$ cat src/rtl/rsup_pkg.sv
// Shared definitions for the reset supervisor.
// Assumes: the three watchdog periods are given in ticks, with T2 the largest.
package rsup_pkg;

    // Names for the watchdog period select codes
    typedef enum logic [1:0] {
        WD_SHORT = 2'b00,
        WD_MID   = 2'b01,
        WD_LONG  = 2'b10,
        WD_ALIAS = 2'b11
    } wd_sel_e;

    // Map a select code to its period in ticks; the alias code uses the middle period
    function automatic int unsigned wd_limit(input logic [1:0] sel,
                                             input int unsigned t0,
                                             input int unsigned t1,
                                             input int unsigned t2);
        case (wd_sel_e'(sel))
            WD_SHORT: return t0;
            WD_LONG:  return t2;
            default:  return t1;
        endcase
    endfunction

endpackage

$ cat src/rtl/rsup_sync.sv
// Two-flop synchroniser for a group of asynchronous single-bit inputs.
// Assumes: each bit is independent; RST_VAL is the idle level each bit takes in reset.
module rsup_sync #(
    parameter int unsigned W = 2,
    parameter logic [W-1:0] RST_VAL = '1
) (
    input  logic         clk,
    input  logic         rst_n,
    input  logic [W-1:0] d,
    output logic [W-1:0] q
);

    logic [W-1:0] stage1;

    // Two register stages per bit to settle metastability
    always_ff @(posedge clk) begin
        if (!rst_n) begin
            stage1 <= RST_VAL;
            q      <= RST_VAL;
        end else begin
            stage1 <= d;
            q      <= stage1;
        end
    end

endmodule

$ cat src/rtl/rsup_debounce.sv
// Pushbutton qualifier: reports a press once the synchronised button has been low
// for PB_TICKS consecutive ticks, and keeps reporting it while the button stays low.
// Assumes: pb_s is already synchronised; a high level clears the count at once.
module rsup_debounce #(
    parameter int unsigned PB_TICKS = 20
) (
    input  logic clk,
    input  logic rst_n,
    input  logic tick,
    input  logic pb_s,
    output logic pb_hit
);

    localparam int unsigned CW = $clog2(PB_TICKS + 1);
    localparam logic [CW-1:0] FULL = CW'(PB_TICKS);

    logic [CW-1:0] low_cnt;

    // Count ticks of continuous low level, saturating at the threshold
    always_ff @(posedge clk) begin
        if (!rst_n) begin
            low_cnt <= '0;
        end else if (pb_s) begin
            low_cnt <= '0;
        end else if (tick && (low_cnt != FULL)) begin
            low_cnt <= low_cnt + 1'b1;
        end
    end

    assign pb_hit = (low_cnt == FULL);


    pb_rise_low_chk: assert property (@(posedge clk) disable iff (!rst_n)
        $rose(pb_hit) |-> $past(!pb_s));


    pb_hit_low_chk: assert property (@(posedge clk) disable iff (!rst_n)
        (pb_hit && pb_s) |=> !pb_hit);

endmodule

$ cat src/rtl/rsup_watchdog.sv
// Watchdog timer: restarts on each falling edge of the synchronised strobe and
// gives a one-clock trip pulse when the selected period passes with no edge.
// Assumes: hold is high while reset is asserted; the count stays cleared then.
module rsup_watchdog
    import rsup_pkg::*;
#(
    parameter int unsigned WD_T0 = 250,
    parameter int unsigned WD_T1 = 1000,
    parameter int unsigned WD_T2 = 2000
) (
    input  logic       clk,
    input  logic       rst_n,
    input  logic       tick,
    input  logic       strobe_s,
    input  logic       hold,
    input  logic [1:0] sel,
    output logic       trip
);

    localparam int unsigned TMAX = (WD_T2 > WD_T1) ? ((WD_T2 > WD_T0) ? WD_T2 : WD_T0)
                                                   : ((WD_T1 > WD_T0) ? WD_T1 : WD_T0);
    localparam int unsigned CW = $clog2(TMAX + 1);

    logic          strobe_q;
    logic          fall_edge;
    logic [CW-1:0] wd_cnt;
    logic [CW-1:0] limit;

    // Remember the previous strobe level for edge detection
    always_ff @(posedge clk) begin
        if (!rst_n) strobe_q <= 1'b1;
        else        strobe_q <= strobe_s;
    end

    assign fall_edge = strobe_q && !strobe_s;
    assign limit     = CW'(wd_limit(sel, WD_T0, WD_T1, WD_T2));
    assign trip      = !hold && tick && (wd_cnt >= limit - 1'b1);

    // Count ticks since release or since the last strobe edge
    always_ff @(posedge clk) begin
        if (!rst_n) begin
            wd_cnt <= '0;
        end else if (hold || fall_edge || trip) begin
            wd_cnt <= '0;
        end else if (tick) begin
            wd_cnt <= wd_cnt + 1'b1;
        end
    end


    wd_held_chk: assert property (@(posedge clk) disable iff (!rst_n)
        hold |=> (wd_cnt == '0));


    wd_trip_reset_chk: assert property (@(posedge clk) disable iff (!rst_n)
        trip |=> hold);


    wd_edge_restart_chk: assert property (@(posedge clk) disable iff (!rst_n)
        (fall_edge && !hold) |=> (wd_cnt == '0));

endmodule

$ cat src/rtl/rsup_stretch.sv
// Reset stretcher: asserts reset while any cause is present and keeps it asserted
// for HOLD_TICKS ticks after the last cause clears. A new cause restarts the hold.
// Assumes: cause is synchronous to clk; HOLD_TICKS is at least 2.
module rsup_stretch #(
    parameter int unsigned HOLD_TICKS = 610
) (
    input  logic clk,
    input  logic rst_n,
    input  logic tick,
    input  logic cause,
    output logic rst_hi,
    output logic rst_lo
);

    localparam int unsigned HW = $clog2(HOLD_TICKS + 1);
    localparam logic [HW-1:0] LAST = HW'(HOLD_TICKS - 1);

    logic [HW-1:0] hold_cnt;

    // Drive both polarities from separate registers and count the hold interval
    always_ff @(posedge clk) begin
        if (!rst_n) begin
            rst_hi   <= 1'b1;
            rst_lo   <= 1'b0;
            hold_cnt <= '0;
        end else if (cause) begin
            rst_hi   <= 1'b1;
            rst_lo   <= 1'b0;
            hold_cnt <= '0;
        end else if (rst_hi && tick) begin
            if (hold_cnt == LAST) begin
                rst_hi   <= 1'b0;
                rst_lo   <= 1'b1;
                hold_cnt <= '0;
            end else begin
                hold_cnt <= hold_cnt + 1'b1;
            end
        end
    end


    polarity_chk: assert property (@(posedge clk) disable iff (!rst_n)
        rst_hi != rst_lo);


    cause_assert_chk: assert property (@(posedge clk) disable iff (!rst_n)
        cause |=> rst_hi);


    release_end_chk: assert property (@(posedge clk) disable iff (!rst_n)
        $fell(rst_hi) |-> ($past(tick) && !$past(cause) && ($past(hold_cnt) == LAST)));


    no_tick_stable_chk: assert property (@(posedge clk) disable iff (!rst_n)
        (!tick && !cause) |=> $stable(rst_hi));

endmodule

$ cat src/rtl/rst_supervisor.sv
// Reset supervisor top: synchronises the pushbutton and watchdog strobe, qualifies
// the button, runs the watchdog and stretches the combined cause into a reset.
// Assumes: tick_1k is a one-clock pulse per millisecond; pwr_fail is synchronous.
module rst_supervisor #(
    parameter int unsigned HOLD_TICKS = 610,
    parameter int unsigned PB_TICKS   = 20,
    parameter int unsigned WD_T0      = 250,
    parameter int unsigned WD_T1      = 1000,
    parameter int unsigned WD_T2      = 2000
) (
    input  logic       clk,
    input  logic       rst_n,
    input  logic       tick_1k,
    input  logic       pwr_fail,
    input  logic       pb_n,
    input  logic       wd_strobe,
    input  logic [1:0] wd_sel,
    output logic       reset_out,
    output logic       reset_out_n
);

    logic [1:0] raw_in;
    logic [1:0] sync_in;
    logic       pb_hit;
    logic       wd_trip;
    logic       cause;

    assign raw_in = {pb_n, wd_strobe};

    rsup_sync #(.W(2), .RST_VAL(2'b11)) u_sync (
        .clk   (clk),
        .rst_n (rst_n),
        .d     (raw_in),
        .q     (sync_in)
    );

    rsup_debounce #(.PB_TICKS(PB_TICKS)) u_deb (
        .clk    (clk),
        .rst_n  (rst_n),
        .tick   (tick_1k),
        .pb_s   (sync_in[1]),
        .pb_hit (pb_hit)
    );

    rsup_watchdog #(.WD_T0(WD_T0), .WD_T1(WD_T1), .WD_T2(WD_T2)) u_wd (
        .clk      (clk),
        .rst_n    (rst_n),
        .tick     (tick_1k),
        .strobe_s (sync_in[0]),
        .hold     (reset_out),
        .sel      (wd_sel),
        .trip     (wd_trip)
    );

    assign cause = pwr_fail || pb_hit || wd_trip;

    rsup_stretch #(.HOLD_TICKS(HOLD_TICKS)) u_str (
        .clk    (clk),
        .rst_n  (rst_n),
        .tick   (tick_1k),
        .cause  (cause),
        .rst_hi (reset_out),
        .rst_lo (reset_out_n)
    );


    pwr_fail_chk: assert property (@(posedge clk) disable iff (!rst_n)
        pwr_fail |=> reset_out);


    por_chk: assert property (@(posedge clk)
        !rst_n |=> (reset_out && !reset_out_n));

endmodule

$ cat config.mk
export PLATFORM = sky130hd
export DESIGN_NAME = rst_supervisor
export DESIGN_NICKNAME = d
export VERILOG_FILES = /design/src/rtl/rsup_pkg.sv /design/src/rtl/rsup_sync.sv /design/src/rtl/rsup_debounce.sv /design/src/rtl/rsup_watchdog.sv /design/src/rtl/rsup_stretch.sv /design/src/rtl/rst_supervisor.sv
export SDC_FILE = /design/constraint.sdc
export NUM_CORES = 1
export LEC_CHECK = 0
export ABC_AREA = 1
export BUFFER_PORTS_ARGS = -buffer_cell sky130_fd_sc_hd__buf_4
export CAP_MARGIN = 20
export CORE_ASPECT_RATIO = 1.2
export CORE_MARGIN = 1
export CORE_UTILIZATION = 40
export CTS_CLUSTER_DIAMETER = 60
export DETAILED_ROUTE_END_ITERATION = 6
export SLEW_MARGIN = 20
export SYNTH_ARGS = -nofsm -noshare
export SYNTH_HDL_FRONTEND = slang
export SYNTH_HIERARCHICAL = 1
export SYNTH_SLANG_ARGS = --single-unit
$ cat constraint.sdc
create_clock -name clk -period 2.6 [get_ports clk]
set_clock_uncertainty 0.2 [all_clocks]
set_input_delay 0.78 -clock clk [delete_from_list [all_inputs] [get_ports clk]]
set_output_delay 0.78 -clock clk [all_outputs]
set_load 0.02 [all_outputs]
==> flow_summary.toml, run 1 <==
[outcome]
outcome = "completed"

[detailed_routing]
drt_wl_total_mm = 3.131
drt-wirelength-per-cell_um = 9.402
antenna_left = 0
via_count = 1488
drc = 0
detail_route.first_pass.iterations = 4
drtIter0Drc = 57
viasPerCell = 4.468

[synth]
avgSynthCellArea_um2 = 7.230
synth_top_cell_area_share = 0.3556
ys_types = 24
synth.yosys.seq_area_share = 0.3556
synth_nets = 279
synth-seq-cells = 33
synth_top_area_cell = "dfxtp_1"
ys_top_cells_by_area = "dfxtp_1, nand2_1, ha_1"
syn_area_um2 = 1858
synthCells = 257
synth_warnings = 6

[global_route]
grt_max_degree = 15
grt_pass1_vias = 1462
track_usage = 0.1536
grt_pass1_wl_mm = 5.899
grt_antenna_before_repair = 0
grt_overflow = 0

[floorplanning]
core_area_um2 = 4359
die_w_um = 64.22
start_util = 0.4262
io_pins = 10
die_height_um = 76.66
rows = 26
die_area_um2 = 4923

[setup_path]
path_cells = "buf_4 > nor2_2 > buf_4 > ha_1 > nand3_1 > nor2_1 > a21oi_1 > nand3_1 > nand2_1 > inv_1 > inv_1 > nand2_1 > nor2_4 > nand2_2 > a21oi_1"
worst_path_largest_cell_delay_ps = 230
cp_num_buf_inv = 4
worstSetupPathType = "input port to flip-flop"
end_kind = "flip-flop"
path_delay_family = "simple AND/OR/NAND/NOR gates"
critPathMaxFanout = 6
arrival_ps = 2410
critPathRequiredTime_ps = 2610
crit_slowest_cell = "ha_1"
start_kind = "input port"

[power_and_ir_drop]
power_leakage_nw = 0.9495
ir_drop_uv = 330.0
finalPower_w = 0.0009515
power_density_nw_per_um2 = 449.2

[flow_run]
drv_cap = 0

[sta]
finalCritPeriodShare = 0.9214
setup_violations = 0
timing.fmax_ghz = 0.4174
rsz0062_at_grt = "no"
hold_viol_final = 0
slew_violations = 0
finalCriticalPeriod_ps = 2396
holdWs_ps = 200.3

[clocking]
clkLatencyLatePin_ps = 280
clkSinkCount = 33
cts_setup_buffers = 0
numCtsBuffers = 5
cts_hold_buf = 0
clk_pin_slew_ps = 60
clock-root-buffer = "clkbuf_8"
cts_tree = "yes"
cts_buffer_depth = 2
cts_max_level = 2

[final_layout]
diodes = 0
post_route_cells_drive_above_1_share = 0.1588
nets = 299
instances_no_fill = 333
area_growth_pct = 14.01

[placement]
dp_cells = 326
gp_congestion = 0.8270
port_buffers = 9
dpl.hpwl_mm = 2.367

[worst_hold_path]
hold_path.class = "flip-flop to flip-flop"
[synth_stat cells (all sizes together)]
library cell and count:
o21ai 1, xnor2 3, a21oi 12, buf 2, nor2 46, mux2i 1
nor3 4, xor2 9, or2 1, conb 1, dfxtp 33, inv 42
ha 14, a211oi 1, nand3 20, nand2 63, nand4 4
[worst paths after layout]
path / from / to / slack (ps) / depth (start not counted)
max: wd_sel[1] / u_str/hold_cnt[2] / 200 / 15
min: u_sync/stage1[1] / u_sync/q[1] / 200 / 2
max reg2reg: u_wd/wd_cnt[2] / u_str/hold_cnt[2] / 630 / 12
min reg2reg: u_sync/stage1[1] / u_sync/q[1] / 200 / 2
[cells in the final DEF (no fill, tap or decap)]
master    count
nand2_1      57
inv_1        41
nor2_1       37
dfxtp_1      33
nand3_1      17
buf_4        15
ha_1         14
a21oi_1      11
xor2_1        9
clkbuf_8      6
nand2_2       5
nor2_2        5
nand4_1       4
nor2_4        4
nand3_2       3
xnor2_1       3
nor3_1        2
nor3_4        2
clkbuf_1      1
inv_2         1
or2_2         1
a21oi_2       1
a211oi_1      1
nand2_4       1
mux2i_1       1
o21ai_0       1
conb_1        1
[worst min-delay path, cell delays in order (launching register included)]
cell     delay [ps]
dfxtp_1         300
inv_1            30
nand2_1          40
[through the flow]
| step | utilization | setup TNS, ps | instance area [um2] | setup WS [ps] |
|---|---|---|---|---|
| finish | 0.4859 | 0 | 2118 | 204.4 |
| global route | 0.4859 | 0 | 2118 | 0.5149 |
| CTS | 0.4828 | 0 | 2105 | 72.11 |
| detailed placement | 0.4630 | -2133 | 2018 | -211.4 |
| global placement | 0.4630 | -1743 | 2018 | -169.1 |
| floorplan | - | 0 | 1858 | 93.92 |
[final cells by class]
class,instances,area [um2]
multi-input combinational,180,1031
sequential,33,660.6
inverter,42,157.7
fill,474,2241
tap,56,70.07
timing repair buffer,15,112.6
clock buffer,7,86.33
[where the power goes]
group / internal (W) / switching [W] / total [W]
clock network: 0.000210 / 0.000173 / 0.000383
registers: 0.000510 / 0.00000303 / 0.000513
logic: 0.0000242 / 0.0000313 / 0.0000555
total: 0.000744 / 0.000207 / 0.000951
[timing repair]
item / in CTS / in global routing
endpoints found under the hold margin: 0 / 0
resized for setup: 0 / 4
endpoints found under the setup margin: 0 / 11
[logic make-up (layout without fill, tap and decap cells)]
group                    Yosys count  in the layout  synth area share
AND/OR/NAND/NOR                  138            138            0.3502
buffers and inverters             44             64           0.09697
flip-flops                        33             33            0.3556
adder cells (fa/ha/maj)           14             14           0.09428
AO/OA/AOI/OAI                     14             14           0.03906
XOR/XNOR                          12             12           0.05657
other                              1              1          0.002018
multiplexers                       1              1          0.005387
[metal layers]
metal	track usage	vias to the layer above	share of wire
li1	-	826	-
met1	0.1657	637	0.47
met2	0.2649	15	0.48
met3	0.04315	10	0.023
met4	0.08667	0	0.030
met5	0	-	0
[sequential cells by signal, summed over array words and instances (netlist names)]
register,count
u_deb/low_cnt,5
u_str/hold_cnt,10
u_str/rst_hi,1
u_str/rst_lo,1
u_sync/q,2
u_sync/stage1,2
u_wd/strobe_q,1
u_wd/wd_cnt,11
No activity file was read; power rests on OpenSTA's default activity.
==> run 2, diff against run 1 <==
--- a/config.mk
+++ b/config.mk
@@ -13,6 +13,7 @@
 export CORE_UTILIZATION = 40
 export CTS_CLUSTER_DIAMETER = 60
 export DETAILED_ROUTE_END_ITERATION = 6
+export PLACE_DENSITY = 0.68
 export SLEW_MARGIN = 20
 export SYNTH_ARGS = -nofsm -noshare
 export SYNTH_HDL_FRONTEND = slang
==> flow_summary.toml, run 2 (synthesized netlist as in run 1, its figures left out) <==
[sta]
setup_violations = 0
holdWs_ps = 202.0
timing.fmax_ghz = 0.4232
slew_violations = 0
finalCriticalPeriod_ps = 2363
finalCritPeriodShare = 0.9088
hold_viol_final = 0
fin_ws_ps = 237.1

[power_and_ir_drop]
power_density_nw_per_um2 = 438.8
ir_drop_uv = 400.0
power_leakage_nw = 0.9496

[final_layout]
largest_register_ffs = 11
area_growth_pct = 14.82
nets = 299
post_route_cells_drive_above_1_share = 0.1691
regMostFlops = "u_wd/wd_cnt"
reg_top3 = "u_wd/wd_cnt x11, u_str/hold_cnt x10, u_deb/low_cnt x5"
diodes = 0
regArea_um2 = 660.6
final_common_cell = "nand2_1"
final_cell_mix = "nand2_1, inv_1, nor2_1"
multiInputGateArea_um2 = 1050
nFillCells = 461

[global_route]
track_usage = 0.1492
grt_max_degree = 15
grt_pass1_vias = 1419
grt_pass1_wl_mm = 5.671
grt_antenna_before_repair = 0
grt_overflow = 0

[clocking]
clkSinkCount = 33
numCtsBuffers = 5
cts_max_level = 2
clkLatencyLatePin_ps = 290
cts_buffer_depth = 2
cts_hold_buf = 0
clk_pin_slew_ps = 60
cts_tree = "yes"
clock-root-buffer = "clkbuf_8"

[setup_path]
arrival_ps = 2390
start_kind = "input port"
end_kind = "flip-flop"
worstSetupPathType = "input port to flip-flop"
critPathRequiredTime_ps = 2620
critPathMaxFanout = 6

[placement]
dpl.hpwl_mm = 2.353
place_ws_ps = -159.4
port_buffers = 9
gp_congestion = 0.8621

[outcome]
outcome = "completed"

[floorplanning]
die_height_um = 76.66
io_pins = 10
start_util = 0.4262
die_area_um2 = 4923
rows = 26
core_area_um2 = 4359
die_w_um = 64.22

[detailed_routing]
detail_route.first_pass.iterations = 4
drtIter0Drc = 45
antenna_left = 0
drt-wirelength-per-cell_um = 9.623
drc = 0
drt_wl_total_mm = 3.214
viasPerCell = 4.599
via_count = 1536

[flow_run]
drv_cap = 0

[worst_hold_path]
hold_path.class = "flip-flop to flip-flop"
## run 2: cell type report
| cell class | count | area share |
|---|---|---|
| clock inverter | 2 | 0.004692 |
| inverter | 42 | 0.07390 |
| multi-input combinational | 180 | 0.4921 |
| sequential | 33 | 0.3097 |
| timing repair buffer | 15 | 0.05279 |
| clock buffer | 6 | 0.03402 |
| tap | 56 | 0.03284 |
## run 2: critical path, cell delays in order
cell and delay [ps]:
buf_4 120, nor2_1 130, inv_1 60, ha_1 300
a21oi_1 130, nand2_1 60, a21oi_1 110, nand3_1 80
nand2_1 80, inv_1 40, inv_1 40, nand2_1 80
nor2_4 150, nand2_4 100, a21oi_1 120
## run 2: metal layers
layer / part of all wire / up-vias / global-route usage
met1: 0.46 / 680 / 0.1636
met4: 0.020 / 0 / 0.08000
li1: - / 834 / -
met2: 0.49 / 15 / 0.2574
met3: 0.028 / 7 / 0.04018
met5: 0 / - / 0
## run 2: report_power, final
part,leakage [nW],switching [W],internal [W]
Sequential,0.267,0.00000282,0.000510
Combinational,0.638,0.0000323,0.0000249
Clock,0.0450,0.000181,0.000185
## run 2: metrics by stage
step | std cells | setup TNS, ps | utilization | total power (W) | area (um2)
finish | 334 | 0 | 0.4894 | 0.0009360 | 2133
global placement | 325 | -1335 | 0.4613 | 0.0005761 | 2011
global route | 334 | -16.25 | 0.4894 | 0.0009858 | 2133
floorplan | 257 | 0 | - | 0.0005566 | 1858
detailed placement | 325 | -1602 | 0.4613 | 0.0005774 | 2011
CTS | 333 | 0 | 0.4802 | 0.0009501 | 2093
## run 2: path summary, 6_finish.rpt
| kind | startpoint | to | slack, ps | cells past startpoint |
|---|---|---|---|---|
| setup reg to reg | u_wd/wd_cnt[2] | u_str/hold_cnt[1] | 640 | 12 |
| setup / recovery | wd_sel[0] | u_str/hold_cnt[1] | 240 | 15 |
| hold reg to reg | u_sync/stage1[1] | u_sync/q[1] | 200 | 2 |
| hold / removal | u_sync/stage1[1] | u_sync/q[1] | 200 | 2 |
## run 2: what timing repair did
item	in CTS	in global routing
buffers inserted	0	1
endpoints found under the setup margin	0	11
resized for setup	0	7
